## src/rtl/tw_pkg.sv

```systemverilog
package tw_pkg;
  localparam int WORD_W   = 32;
  localparam int N_STAGES = 6;
  localparam int HDR_WORDS = 7;

  typedef enum logic [2:0] {
    S_IDLE, S_HDR, S_RIDX, S_RVAL, S_RNODE, S_WVAL, S_WIDX, S_DONE
  } tw_state_e;

  // One mixing stage: a = f2(f1(a,K), g(a,S)); add_first/add_second pick + over ^.
  function automatic logic [WORD_W-1:0] mix_step(input logic [WORD_W-1:0] a, input int k);
    logic [WORD_W-1:0] kc, lhs, rhs;
    logic add_first, add_second, shl;
    int sh;
    case (k)
      0: begin kc = 32'h7ED55D16; add_first = 1'b1; add_second = 1'b1; shl = 1'b1; sh = 12; end
      1: begin kc = 32'hC761C23C; add_first = 1'b0; add_second = 1'b0; shl = 1'b0; sh = 19; end
      2: begin kc = 32'h165667B1; add_first = 1'b1; add_second = 1'b1; shl = 1'b1; sh = 5;  end
      3: begin kc = 32'hD3A2646C; add_first = 1'b1; add_second = 1'b0; shl = 1'b1; sh = 9;  end
      4: begin kc = 32'hFD7046C5; add_first = 1'b1; add_second = 1'b1; shl = 1'b1; sh = 3;  end
      default: begin kc = 32'hB55A4F09; add_first = 1'b0; add_second = 1'b0; shl = 1'b0; sh = 16; end
    endcase
    lhs = add_first ? (a + kc) : (a ^ kc);
    rhs = shl ? (a << sh) : (a >> sh);
    return add_second ? (lhs + rhs) : (lhs ^ rhs);
  endfunction

  // Child selection with root wrap; the candidate is held in 33 bits.
  function automatic logic [WORD_W-1:0] child_of(input logic [WORD_W-1:0] idx,
                                                 input logic [WORD_W-1:0] hv,
                                                 input logic [WORD_W-1:0] nodes);
    logic [WORD_W:0] cand;
    cand = {idx, 1'b0} + (hv[0] ? 33'd2 : 33'd1);
    return (cand >= {1'b0, nodes}) ? '0 : cand[WORD_W-1:0];
  endfunction
endpackage

```

## src/rtl/tw_mix_hash.sv

```systemverilog
module tw_mix_hash
  import tw_pkg::*;
(
  input  logic [WORD_W-1:0] din,
  output logic [WORD_W-1:0] dout
);
  logic [WORD_W-1:0] lane [0:N_STAGES];
  assign lane[0] = din;
  for (genvar k = 0; k < N_STAGES; k++) begin : g_stage
    assign lane[k+1] = mix_step(lane[k], k);
  end
  assign dout = lane[N_STAGES];
endmodule

```

## src/rtl/tw_child_index.sv

```systemverilog
module tw_child_index
  import tw_pkg::*;
(
  input  logic [WORD_W-1:0] cur_idx,
  input  logic [WORD_W-1:0] hashed,
  input  logic [WORD_W-1:0] node_count,
  output logic [WORD_W-1:0] next_idx
);
  assign next_idx = child_of(cur_idx, hashed, node_count);
endmodule

```

## src/rtl/tree_walk_engine.sv

```systemverilog
module tree_walk_engine
  import tw_pkg::*;
#(
  parameter int ADDR_W = 16
) (
  input  logic              clk,
  input  logic              rst_n,
  input  logic              start,
  output logic              done,
  output logic              mem_en,
  output logic              mem_we,
  output logic [ADDR_W-1:0] mem_addr,
  output logic [WORD_W-1:0] mem_wdata,
  input  logic [WORD_W-1:0] mem_rdata
);
  localparam int HC_W = $clog2(HDR_WORDS + 1);

  tw_state_e         state;
  logic [HC_W-1:0]   hc;
  logic [WORD_W-1:0] rounds_q, nodes_q, batch_q, nbase_q, ibase_q, vbase_q;
  logic [WORD_W-1:0] round_q, walker_q, idx_q, val_q, hash_q, nidx_q;
  logic [WORD_W-1:0] hash_w, nidx_w;

  // Named events for the checker
  logic busy, wr_val_ev, wr_idx_ev, last_walker, last_round, no_work;
  assign busy        = (state != S_IDLE);
  assign wr_val_ev   = (state == S_WVAL);
  assign wr_idx_ev   = (state == S_WIDX);
  assign last_walker = (walker_q == batch_q - 1);
  assign last_round  = (round_q == rounds_q - 1);
  assign no_work     = (rounds_q == '0) || (batch_q == '0);
  assign done        = (state == S_DONE);

  tw_mix_hash u_hash (
    .din  (val_q ^ mem_rdata),
    .dout (hash_w)
  );

  tw_child_index u_child (
    .cur_idx    (idx_q),
    .hashed     (hash_w),
    .node_count (nodes_q),
    .next_idx   (nidx_w)
  );

  always_comb begin
    mem_en    = 1'b0;
    mem_we    = 1'b0;
    mem_addr  = '0;
    mem_wdata = '0;
    case (state)
      S_HDR: begin
        mem_en   = (hc < HC_W'(HDR_WORDS));
        mem_addr = ADDR_W'(hc);
      end
      S_RIDX:  begin mem_en = 1'b1; mem_addr = ADDR_W'(ibase_q + walker_q); end
      S_RVAL:  begin mem_en = 1'b1; mem_addr = ADDR_W'(vbase_q + walker_q); end
      S_RNODE: begin mem_en = 1'b1; mem_addr = ADDR_W'(nbase_q + idx_q); end
      S_WVAL: begin
        mem_en = 1'b1; mem_we = 1'b1;
        mem_addr = ADDR_W'(vbase_q + walker_q); mem_wdata = hash_w;
      end
      S_WIDX: begin
        mem_en = 1'b1; mem_we = 1'b1;
        mem_addr = ADDR_W'(ibase_q + walker_q); mem_wdata = nidx_q;
      end
      default: ;
    endcase
  end

  always_ff @(posedge clk or negedge rst_n) begin
    if (!rst_n) begin
      state    <= S_IDLE;
      hc       <= '0;
      rounds_q <= '0; nodes_q <= '0; batch_q <= '0;
      nbase_q  <= '0; ibase_q <= '0; vbase_q <= '0;
      round_q  <= '0; walker_q <= '0;
      idx_q    <= '0; val_q <= '0; hash_q <= '0; nidx_q <= '0;
    end else begin
      case (state)
        S_IDLE: if (start) begin
          state <= S_HDR;
          hc    <= '0;
        end
        S_HDR: begin
          case (hc)
            HC_W'(1): rounds_q <= mem_rdata;
            HC_W'(2): nodes_q  <= mem_rdata;
            HC_W'(3): batch_q  <= mem_rdata;
            HC_W'(5): nbase_q  <= mem_rdata;
            HC_W'(6): ibase_q  <= mem_rdata;
            HC_W'(7): vbase_q  <= mem_rdata;
            default: ;
          endcase
          hc <= hc + 1'b1;
          if (hc == HC_W'(HDR_WORDS)) begin
            round_q  <= '0;
            walker_q <= '0;
            state    <= no_work ? S_DONE : S_RIDX;
          end
        end
        S_RIDX:  state <= S_RVAL;
        S_RVAL:  begin idx_q <= mem_rdata; state <= S_RNODE; end
        S_RNODE: begin val_q <= mem_rdata; state <= S_WVAL; end
        S_WVAL: begin
          hash_q <= hash_w;
          nidx_q <= nidx_w;
          state  <= S_WIDX;
        end
        S_WIDX: begin
          if (last_walker) begin
            walker_q <= '0;
            if (last_round) state <= S_DONE;
            else begin
              round_q <= round_q + 1'b1;
              state   <= S_RIDX;
            end
          end else begin
            walker_q <= walker_q + 1'b1;
            state    <= S_RIDX;
          end
        end
        default: state <= S_IDLE;
      endcase
    end
  end
endmodule

```

## config.mk

```make
export PLATFORM = sky130hd
export DESIGN_NAME = tree_walk_engine
export DESIGN_NICKNAME = d
export VERILOG_FILES = /design/src/rtl/tw_pkg.sv /design/src/rtl/tw_mix_hash.sv /design/src/rtl/tw_child_index.sv /design/src/rtl/tree_walk_engine.sv
export SDC_FILE = /design/constraint.sdc
export NUM_CORES = 1
export LEC_CHECK = 0
export ABC_AREA = 0
export BUFFER_PORTS_ARGS = -buffer_cell sky130_fd_sc_hd__buf_2
export CORE_UTILIZATION = 45
export CTS_CLUSTER_SIZE = 28
export DETAILED_ROUTE_END_ITERATION = 16
export PLACE_DENSITY = 0.71
export SYNTH_ARGS = -nofsm -noshare
export SYNTH_HDL_FRONTEND = slang
export SYNTH_SLANG_ARGS = --single-unit
```

## constraint.sdc

```tcl
create_clock -name clk -period 16.8 [get_ports clk]
set_input_delay 0.84 -clock clk [delete_from_list [all_inputs] [get_ports clk]]
set_output_delay 0.84 -clock clk [all_outputs]
set_load 0.03 [all_outputs]
```

* Word-level counts from Yosys, hierarchy flattened
Cells that the tools add are included.
** Storage, ports and cells
- Register bits :: 310
- Output and inout port bits :: 51
- Logic and storage cells :: 96
** Operators by class
- Add/sub/neg operators :: 16
- Order comparisons :: 2
- Equal/unequal tests :: 19
- Mux-type cells :: 20
- Bitwise logic cells :: 6
- Reduce and logical (&&, ||, !) cells :: 20
** Operators by type and width (number)
- case mux 32 bit (2 select lines) :: 3
- two-way mux 32 bit :: 5
- adder 32 bit :: 3
- adder 32 x 1 -> 32 bit (second input constant) :: 2
- adder 32 bit (second input constant) :: 2
- equality test 32 bit :: 2
- zero test 32 bit :: 2
- case mux 16 bit (4 select lines) :: 1
- subtractor 32 x 1 -> 32 bit (second input constant) :: 2
- XOR 32 bit :: 2
- adder 16 bit :: 3
- adder 33 x 2 -> 33 bit :: 1
- >= comparator 33 x 32 -> 1 bit :: 1
- adder 32 x 29 -> 32 bit (second input constant) :: 1
- adder 32 x 31 -> 32 bit (second input constant) :: 1
- XOR 32 x 13 -> 32 bit :: 1
- XOR 32 x 16 -> 32 bit :: 1
- equality test 3 bit (second input constant) :: 7
- case mux 3 bit (7 select lines) :: 1
- two-way mux 3 bit :: 6
- AND reduction 2 bit :: 9
- NOT 16 bit :: 1
- NOT 15 bit :: 1
- equality test 3 x 2 -> 1 bit (second input constant) :: 4
- 15 further kinds :: 21

* Depth between registers and ports, before layout
Gate-level depths: netlist of run 1.
- Depth after elaboration :: 17
- Depth in mapped cells :: 68
- Gate-level depth less buffers :: 65

* Hierarchy
From an unflattened synthesis of run 1, not the netlist that was laid out.
** Second synthesis, totals
- Cells, all modules :: 2977
- Area total of the unflattened synthesis :: 26137.6 µm²
** By module, submodules not included
- tree_walk_engine :: instances 1, cells an instance 1751, area an instance 17316.6 µm², seq. area each 7757.4 µm²
- tw_mix_hash :: instances 1, cells an instance 946, area an instance 6926.6 µm², seq. area each 0.0 µm²
- tw_child_index :: instances 1, cells an instance 280, area an instance 1894.3 µm², seq. area each 0.0 µm²

* Worst setup path before layout of run 1
Ideal clock, no wire load.
- Path kind :: input to register
- From :: input port mem_rdata[2]
- To :: register nidx_q[1]
- Data arrival time :: 11.899 ns
- Required time :: 16.717 ns
- Slack :: 4.818 ns
- Cell stages on the path :: 63
- Cells stage by stage :: clkbuf_1 > xor2_1 > inv_1 > ha_1 > fa_1 > inv_1 > a21oi_1 > a31oi_1 > nand4b_1 > nand2_1 > a21o_1 > a21oi_1 > o21bai_1 > a21oi_1 > o21bai_1 > a21o_1 > a21o_1 > a21o_1 > [... 27 more ...] > nor3_1 > and3_1 > xnor2_1 > inv_1 > ha_1 > nor2b_1 > o21ai_0 > nand2b_1 > a21oi_1 > nor2b_1 > o21ai_0 > nand2b_1 > a221oi_1 > o21ai_0 > a21oi_1 > o2111ai_1 > clkbuf_1 > o21ai_0
** Between the ends
- Longest elaborated chain between the ends :: 16
** RTL lines
- start, declared :: RTL line tree_walk_engine.sv:14 : input logic [WORD_W-1:0] mem_rdata
- XOR 32 bit * :: RTL line tree_walk_engine.sv:35 : .din (val_q ^ mem_rdata),
- adder 32 x 31 -> 32 bit :: RTL line tw_pkg.sv:23 : lhs = add_first ? (a + kc) : (a ^ kc);
- adder 32 bit * :: RTL line tw_pkg.sv:25 : return add_second ? (lhs + rhs) : (lhs ^ rhs);
- XOR 32 x 13 -> 32 bit * :: RTL line tw_pkg.sv:25
- adder 32 x 29 -> 32 bit or XOR 32 x 13 -> 32 bit (tied branches) :: RTL line tw_pkg.sv:23, tw_pkg.sv:25
- adder 32 bit * :: RTL line tw_pkg.sv:25
- adder 32 bit, on equally long branches :: RTL line tw_pkg.sv:23, tw_pkg.sv:25
- XOR 32 bit * :: RTL line tw_pkg.sv:25
- adder 32 bit or XOR 32 bit (tied branches) :: RTL line tw_pkg.sv:23, tw_pkg.sv:25
- adder 32 bit * :: RTL line tw_pkg.sv:25
- NOT 16 bit (no source line) or adder 32 bit (tied branches)
- XOR 32 x 16 -> 32 bit * :: RTL line tw_pkg.sv:25
- two-way mux 2 bit * :: RTL line tw_pkg.sv:33 : cand = {idx, 1'b0} + (hv[0] ? 33'd2 : 33'd1);
- adder 33 x 2 -> 33 bit * :: RTL line tw_pkg.sv:33
- >= comparator 33 x 32 -> 1 bit :: RTL line tw_pkg.sv:34 : return (cand >= {1'b0, nodes}) ? '0 : cand[WORD_W-1:0];
- two-way mux 32 bit * :: RTL line tw_pkg.sv:34
- end signal, assigned :: RTL line tree_walk_engine.sv:107 : nidx_q <= nidx_w;
- end, declared :: RTL line tree_walk_engine.sv:21 : logic [WORD_W-1:0] round_q, walker_q, idx_q, val_q, hash_q, nidx_q;
Every way passes the cells marked *; elsewhere a longest branch is shown, timed or not.
A chain may end at the register's enable or synchronous reset.

* Final worst setup path of run 1
- From :: input port mem_rdata[2]
- To :: register nidx_q[0]
The elaborated chain is that of the path after synthesis.

==> summary.txt, run 1 <==
Status
  • Status: complete, no violations

Clock network
  • CTS Buf Count: 34
  • Post-CTS Setup Inserts: 0
  • CTS Buffer Depth: 3
  • CTS resizes: 0
  • CTS tree: yes
  • Clock transition at the registers of the reported paths: roughly 0.06 ns
  • Hold-fix buffers, CTS: 0
  • Htree depth: 2
  • CTS sink count: 310
  • Worst skew pair latency: 0.53 ns
  • Root Driver: clkbuf_16

Place
  • Post-Place Setup Slack: between 2 and 2.5 ns
  • DP Wirelength: 53000 um
  • Port bufs: 85
  • GP Congestion: approximately 0.98

Yosys
  • Main synth FF type: dfrtp_1
  • Flops & latches, synth: a little over 300
  • Syn_nets: approximately 3100
  • Yosys warning total: 0
  • FFs w/ async S/R, synth: 1.00
  • Mapped cell area: between 20000 and 30000 um2
  • Post-synth EDFFs: 0
  • Syn Area/Cell: 8.78 um2
  • Post-synth cell types: 93
  • Sequential share of the synthesized area: 0.307
  • Gate Count Post-Synth: around 2900

Layout
  • Area Growth Syn to Fin: 8.85%
  • Layout cells sized above 1: 0.132
  • NumNets Final: roughly 3200
  • FILL cells: around 5300
  • Commonest cells after routing, fill and taps aside: dfrtp_1 (310), nand2_1 (309), inv_1 (242), xnor2_1 (227), ha_1 (224)
  • Seq. cell area: 7760 um2
  • Multi-input combinational cell area: 16200 um2
  • Most common cell after layout, fill and taps aside: dfrtp_1

STA
  • Fin crit share: 0.860
  • Minimum clock period: between 10 and 15 ns
  • Final Max Slew Viols: 0
  • Setup violators final: 0
  • Unrepaired setup endpoints after global routing: no
  • Rel. slew slack: 0.195
  • Worst-Margin Slew: roughly 1.2 ns
  • Hold Vio Cnt, Final: 0
  • Setup slack after layout: 2.35 ns
  • Clock Skew: 0.0220 ns
  • Max Freq: 0.0692 GHz
  • Setup_tns: 0 ns

Die
  • Chip Height: approximately 240 um
  • Rows: 86
  • Starting Density: 0.457
  • Die area: 57100 um2
  • Core area: about 55000 um2
  • IO Pins: 86
  • Die W: about 240 um

GRT
  • Vias in the first global route: roughly 20000
  • Overflow after GRT: 0
  • All-Layer GR Usage: 0.243
  • Largest net degree at the start of global routing: between 150 and 200
  • First-pass GRT wire length: between 100000 and 150000 um
  • Initial antenna violation count: 2

Job
  • Max-cap viol count: 0

Routing
  • Final ANT Viol Nets: 0
  • First-pass DRT Iterations: 6
  • Initial drt markers: about 1700
  • Vias/cell: 5.66
  • Post-route DRC: 0
  • Final Routed Wirelength: 69400 um
  • Per-cell routed wire length: 18.8 um
  • Vias post-DR: ~21000

Setup path
  • Crit end category: flip-flop
  • Worst endpoint required time: 17.21 ns
  • CP most frequent cell: o21ai_0
  • Critical Path AT: 14.87 ns
  • Startpoint types: input pin
  • Slowest cell delay on critical path: 0.78 ns
  • Crit Path Max Fanout: 32
  • Crit Path Class: input pin to flip-flop
  • CP max stage cell: a211oi_1

Min path
  • Min-delay worst type: input pin to async pin
-- flip-flops by register name, summed over array words and instances, names as in the netlist, 16 cells and up --
register,flops
batch_q,32
nodes_q,32
idx_q,32
val_q,32
round_q,32
walker_q,32
ibase_q,16
rounds_q,32
vbase_q,16
nidx_q,32
nbase_q,16
-- final cells by class --
cell class,count,share of cell area
well taps,748,0.0340
inverters,244,0.0333
diodes,1,0.0000910
repair buffers,100,0.0204
clock inverters,13,0.00550
multi-input cells,2224,0.590
flip-flops and latches,310,0.282
clock buffers,44,0.0352
-- logic make-up (layout without fill, tap and decap cells) --
group | after synthesis | in the layout | share of synthesized area
xor+xnor | 355 | 355 | 0.127
compound gates | 588 | 588 | 0.147
mux | 197 | 197 | 0.0874
simple gates | 857 | 857 | 0.166
buf+inv | 344 | 401 | 0.0520
fa+ha+maj | 227 | 227 | 0.113
other cells | 0 | 1 | 0
flops | 310 | 310 | 0.307
-- worst max-delay path, delay by kind of cell --
| family | cells | cell delay [ns] |
|---|---|---|
| buf+inv | 6 | 0.64 |
| fa+ha+maj | 9 | 2.78 |
| simple gates | 14 | 2.27 |
| compound gates | 24 | 6.09 |
| xor+xnor | 7 | 2.25 |
-- synth_stat cells, drive strengths merged (6+ instances only) --
cell,n,share of area
nor2,152,0.023
or4,14,0.0042
nand3,99,0.020
o211ai,8,0.0024
nand2,311,0.046
a21o,49,0.015
nor4b,7,0.0033
o2111ai,6,0.0023
nor2b,30,0.0074
o22ai,11,0.0027
a211oi,10,0.0032
o21ai,211,0.042
a21oi,131,0.026
nand2b,22,0.0054
or3,23,0.0057
mux2,190,0.085
inv,244,0.036
nor4,21,0.0066
a221oi,9,0.0031
and2,19,0.0047
ha,224,0.11
xor2,120,0.042
dfrtp,310,0.31
nand4,28,0.0075
mux2i,7,0.0028
a22o,11,0.0038
xnor2,229,0.080
clkbuf,83,0.012
buf,17,0.0034
nand3b,6,0.0018
a2111oi,10,0.0042
and3,52,0.013
o31ai,11,0.0033
nor3,43,0.0085
xnor3,6,0.0053
or2,11,0.0028
o21a,18,0.0053
a31oi,18,0.0045
o21bai,27,0.0080
and4,11,0.0038
-- stage by stage --
stage	std cells	hold slack (ns)	util	instance area (um2)
6_report	3684	0.387	0.497	27500
5_1_grt	3683	0.491	0.497	27500
4_1_cts	3683	0.445	0.497	27500
3_5_place_dp	3626	0.471	0.477	26400
3_3_place_gp	3626	0.462	0.477	26400
2_1_floorplan	2878	0.450	-	25300
-- worst paths after layout --
kind                              start            to  slack, ns  cells past startpoint
setup / recovery           mem_rdata[2]     nidx_q[0]       2.35                     60
hold / removal                    rst_n  walker_q[25]       0.39                      1
setup reg to reg               val_q[2]     nidx_q[0]       2.53                     59
hold reg to reg              nidx_q[22]    nidx_q[22]       0.48                      2
max in group asynchronous         rst_n     val_q[11]      14.84                      2
min in group clk             nidx_q[22]    nidx_q[22]       0.48                      2
-- routing by layer --
layer,vias up,routed length [um],GRT usage
li1,10100,-,-
met1,9998,32500,0.345
met2,595,31100,0.389
met3,114,3710,0.0259
met4,2,2040,0.0726
met5,-,13,0
Power of run 1 is not shown: default switching activity piles up to over one toggle a cycle in this logic, so the estimate is an artifact.
==> run 2, diff against run 1 <==
--- a/config.mk
+++ b/config.mk
@@ -7,7 +7,9 @@
 export LEC_CHECK = 0
 export ABC_AREA = 0
 export BUFFER_PORTS_ARGS = -buffer_cell sky130_fd_sc_hd__buf_2
+export CORE_MARGIN = 10
 export CORE_UTILIZATION = 45
+export CTS_BUF_LIST = sky130_fd_sc_hd__clkbuf_4
 export CTS_CLUSTER_SIZE = 28
 export DETAILED_ROUTE_END_ITERATION = 16
 export PLACE_DENSITY = 0.71
==> summary.txt, run 2 (same netlist as run 1, synthesis figures left out) <==
STA
  • Clock Skew: around 0.056 ns
  • Minimum clock period: ~14 ns
  • Worst-Margin Slew: about 1.1 ns
  • Final Max Slew Viols: 0
  • Max Freq: slightly above 0.07 GHz
  • Setup violators final: 0
  • Fin crit share: 0.835
  • Setup_tns: 0 ns
  • Hold Vio Cnt, Final: 0
  • Unrepaired setup endpoints after global routing: no
  • Rel. slew slack: 0.235

Clock network
  • CTS tree: yes
  • Root Driver: clkbuf_4
  • Clock transition at the registers of the reported paths: 0.07 ns
  • CTS Buf Count: 81
  • CTS Buffer Depth: 3
  • Worst skew pair latency: around 0.79 ns
  • CTS sink count: a little over 300
  • Hold-fix buffers, CTS: 0
  • CTS resizes: 0
  • Post-CTS Setup Inserts: 0
  • Htree depth: 3

Layout
  • Seq. cell area: a little under 8000 um2
  • Multi-input combinational cell area: around 16000 um2
  • Commonest cells after routing, fill and taps aside: dfrtp_1 (310), nand2_1 (309), inv_1 (242), xnor2_1 (227), ha_1 (224)
  • Most common cell after layout, fill and taps aside: dfrtp_1
  • Layout cells sized above 1: 0.151
  • NumNets Final: ~3200
  • FILL cells: between 5000 and 6000
  • Util after Layout: 0.495
  • Area Growth Syn to Fin: 8.31%

Routing
  • Vias/cell: approximately 5.6
  • Post-route DRC: 0
  • Initial drt markers: 1519
  • Final ANT Viol Nets: 0
  • Per-cell routed wire length: roughly 19 um
  • Vias post-DR: around 21000
  • First-pass DRT Iterations: 5
  • Final Routed Wirelength: approximately 71000 um

Setup path
  • Critical Path AT: ~15 ns
  • Stages on the worst setup path: 59
  • CP most frequent cell: o21ai_0
  • Flop2flop setup slack: about 2.8 ns
  • Worst endpoint required time: around 17 ns
  • Kind of cell adding the most delay to the critical path: compound AO/OA/AOI/OAI gates
  • Startpoint types: flip-flop
  • Slowest cell delay on critical path: 0.65 ns
  • Crit Path Class: flip-flop to flip-flop
  • FF-to-FF End: nidx_q[15]
  • Critical path buffers and inverters: 5
  • Worst Reg2Reg Path Length in Cells: 59
  • Crit Path Max Fanout: 32
  • CP max stage cell: a211oi_1
  • Crit end category: flip-flop
  • Reg-to-Reg Start: val_q[2]

Min path
  • Min-delay worst type: input pin to async pin

GRT
  • Overflow after GRT: 0
  • Initial antenna violation count: 3
  • Largest net degree at the start of global routing: approximately 110
  • First-pass GRT wire length: roughly 110000 um
  • Vias in the first global route: 20300
  • All-Layer GR Usage: 0.208

Die
  • Starting Density: 0.457
  • Die area: between 60000 and 70000 um2
  • Core area: 55300 um2
  • Rows: between 80 and 90
  • Die W: around 260 um
  • IO Pins: 86
  • Chip Height: approximately 260 um

Job
  • Max-cap viol count: 0

Place
  • Port bufs: 85
  • GP Congestion: about 0.95
  • DP Wirelength: roughly 54000 um

Status
  • Status: complete, no violations
## run 2: area by class of cell
class	count	area share
antenna	1	0.0000914
clock buffer	105	0.0288
clock inverter	36	0.00736
inverter	244	0.0335
multi-input combinational	2224	0.592
sequential	310	0.283
tap	748	0.0342
timing repair buffer	101	0.0203
## run 2: metal layers
metal  up-vias  global-route usage  wire length [um]
met5         -                   0                13
met4         2              0.0646              1570
met3        94              0.0298              3970
met2       573               0.335             32500
met1     10200               0.285             32500
li1      10300                   -                 -
## run 2: worst max path at each step
stage                       startpoint         end  slack [ns]
after floorplan           mem_rdata[2]   nidx_q[1]        4.82
after global placement    mem_rdata[2]  nidx_q[19]        2.42
after detailed placement  mem_rdata[2]  nidx_q[29]        2.26
after CTS                     val_q[2]  nidx_q[31]        2.90
after global routing          val_q[2]  nidx_q[31]        1.35
final                         val_q[2]  nidx_q[15]        2.78
## run 2: metrics by stage
| stage | hold slack [ns] | cells | worst slack (ns) | cell area, um2 |
|---|---|---|---|---|
| 2_1_floorplan | 0.450 | 2878 | 4.82 | 25300 |
| 4_1_cts | 0.0916 | 3768 | 2.90 | 27400 |
| 5_1_grt | 0.146 | 3769 | 1.35 | 27400 |
| 6_report | 0.130 | 3769 | 2.78 | 27400 |
| 3_5_place_dp | 0.471 | 3627 | 2.26 | 26400 |
| 3_3_place_gp | 0.462 | 3627 | 2.42 | 26400 |
Power of run 2 is left out for the same reason.
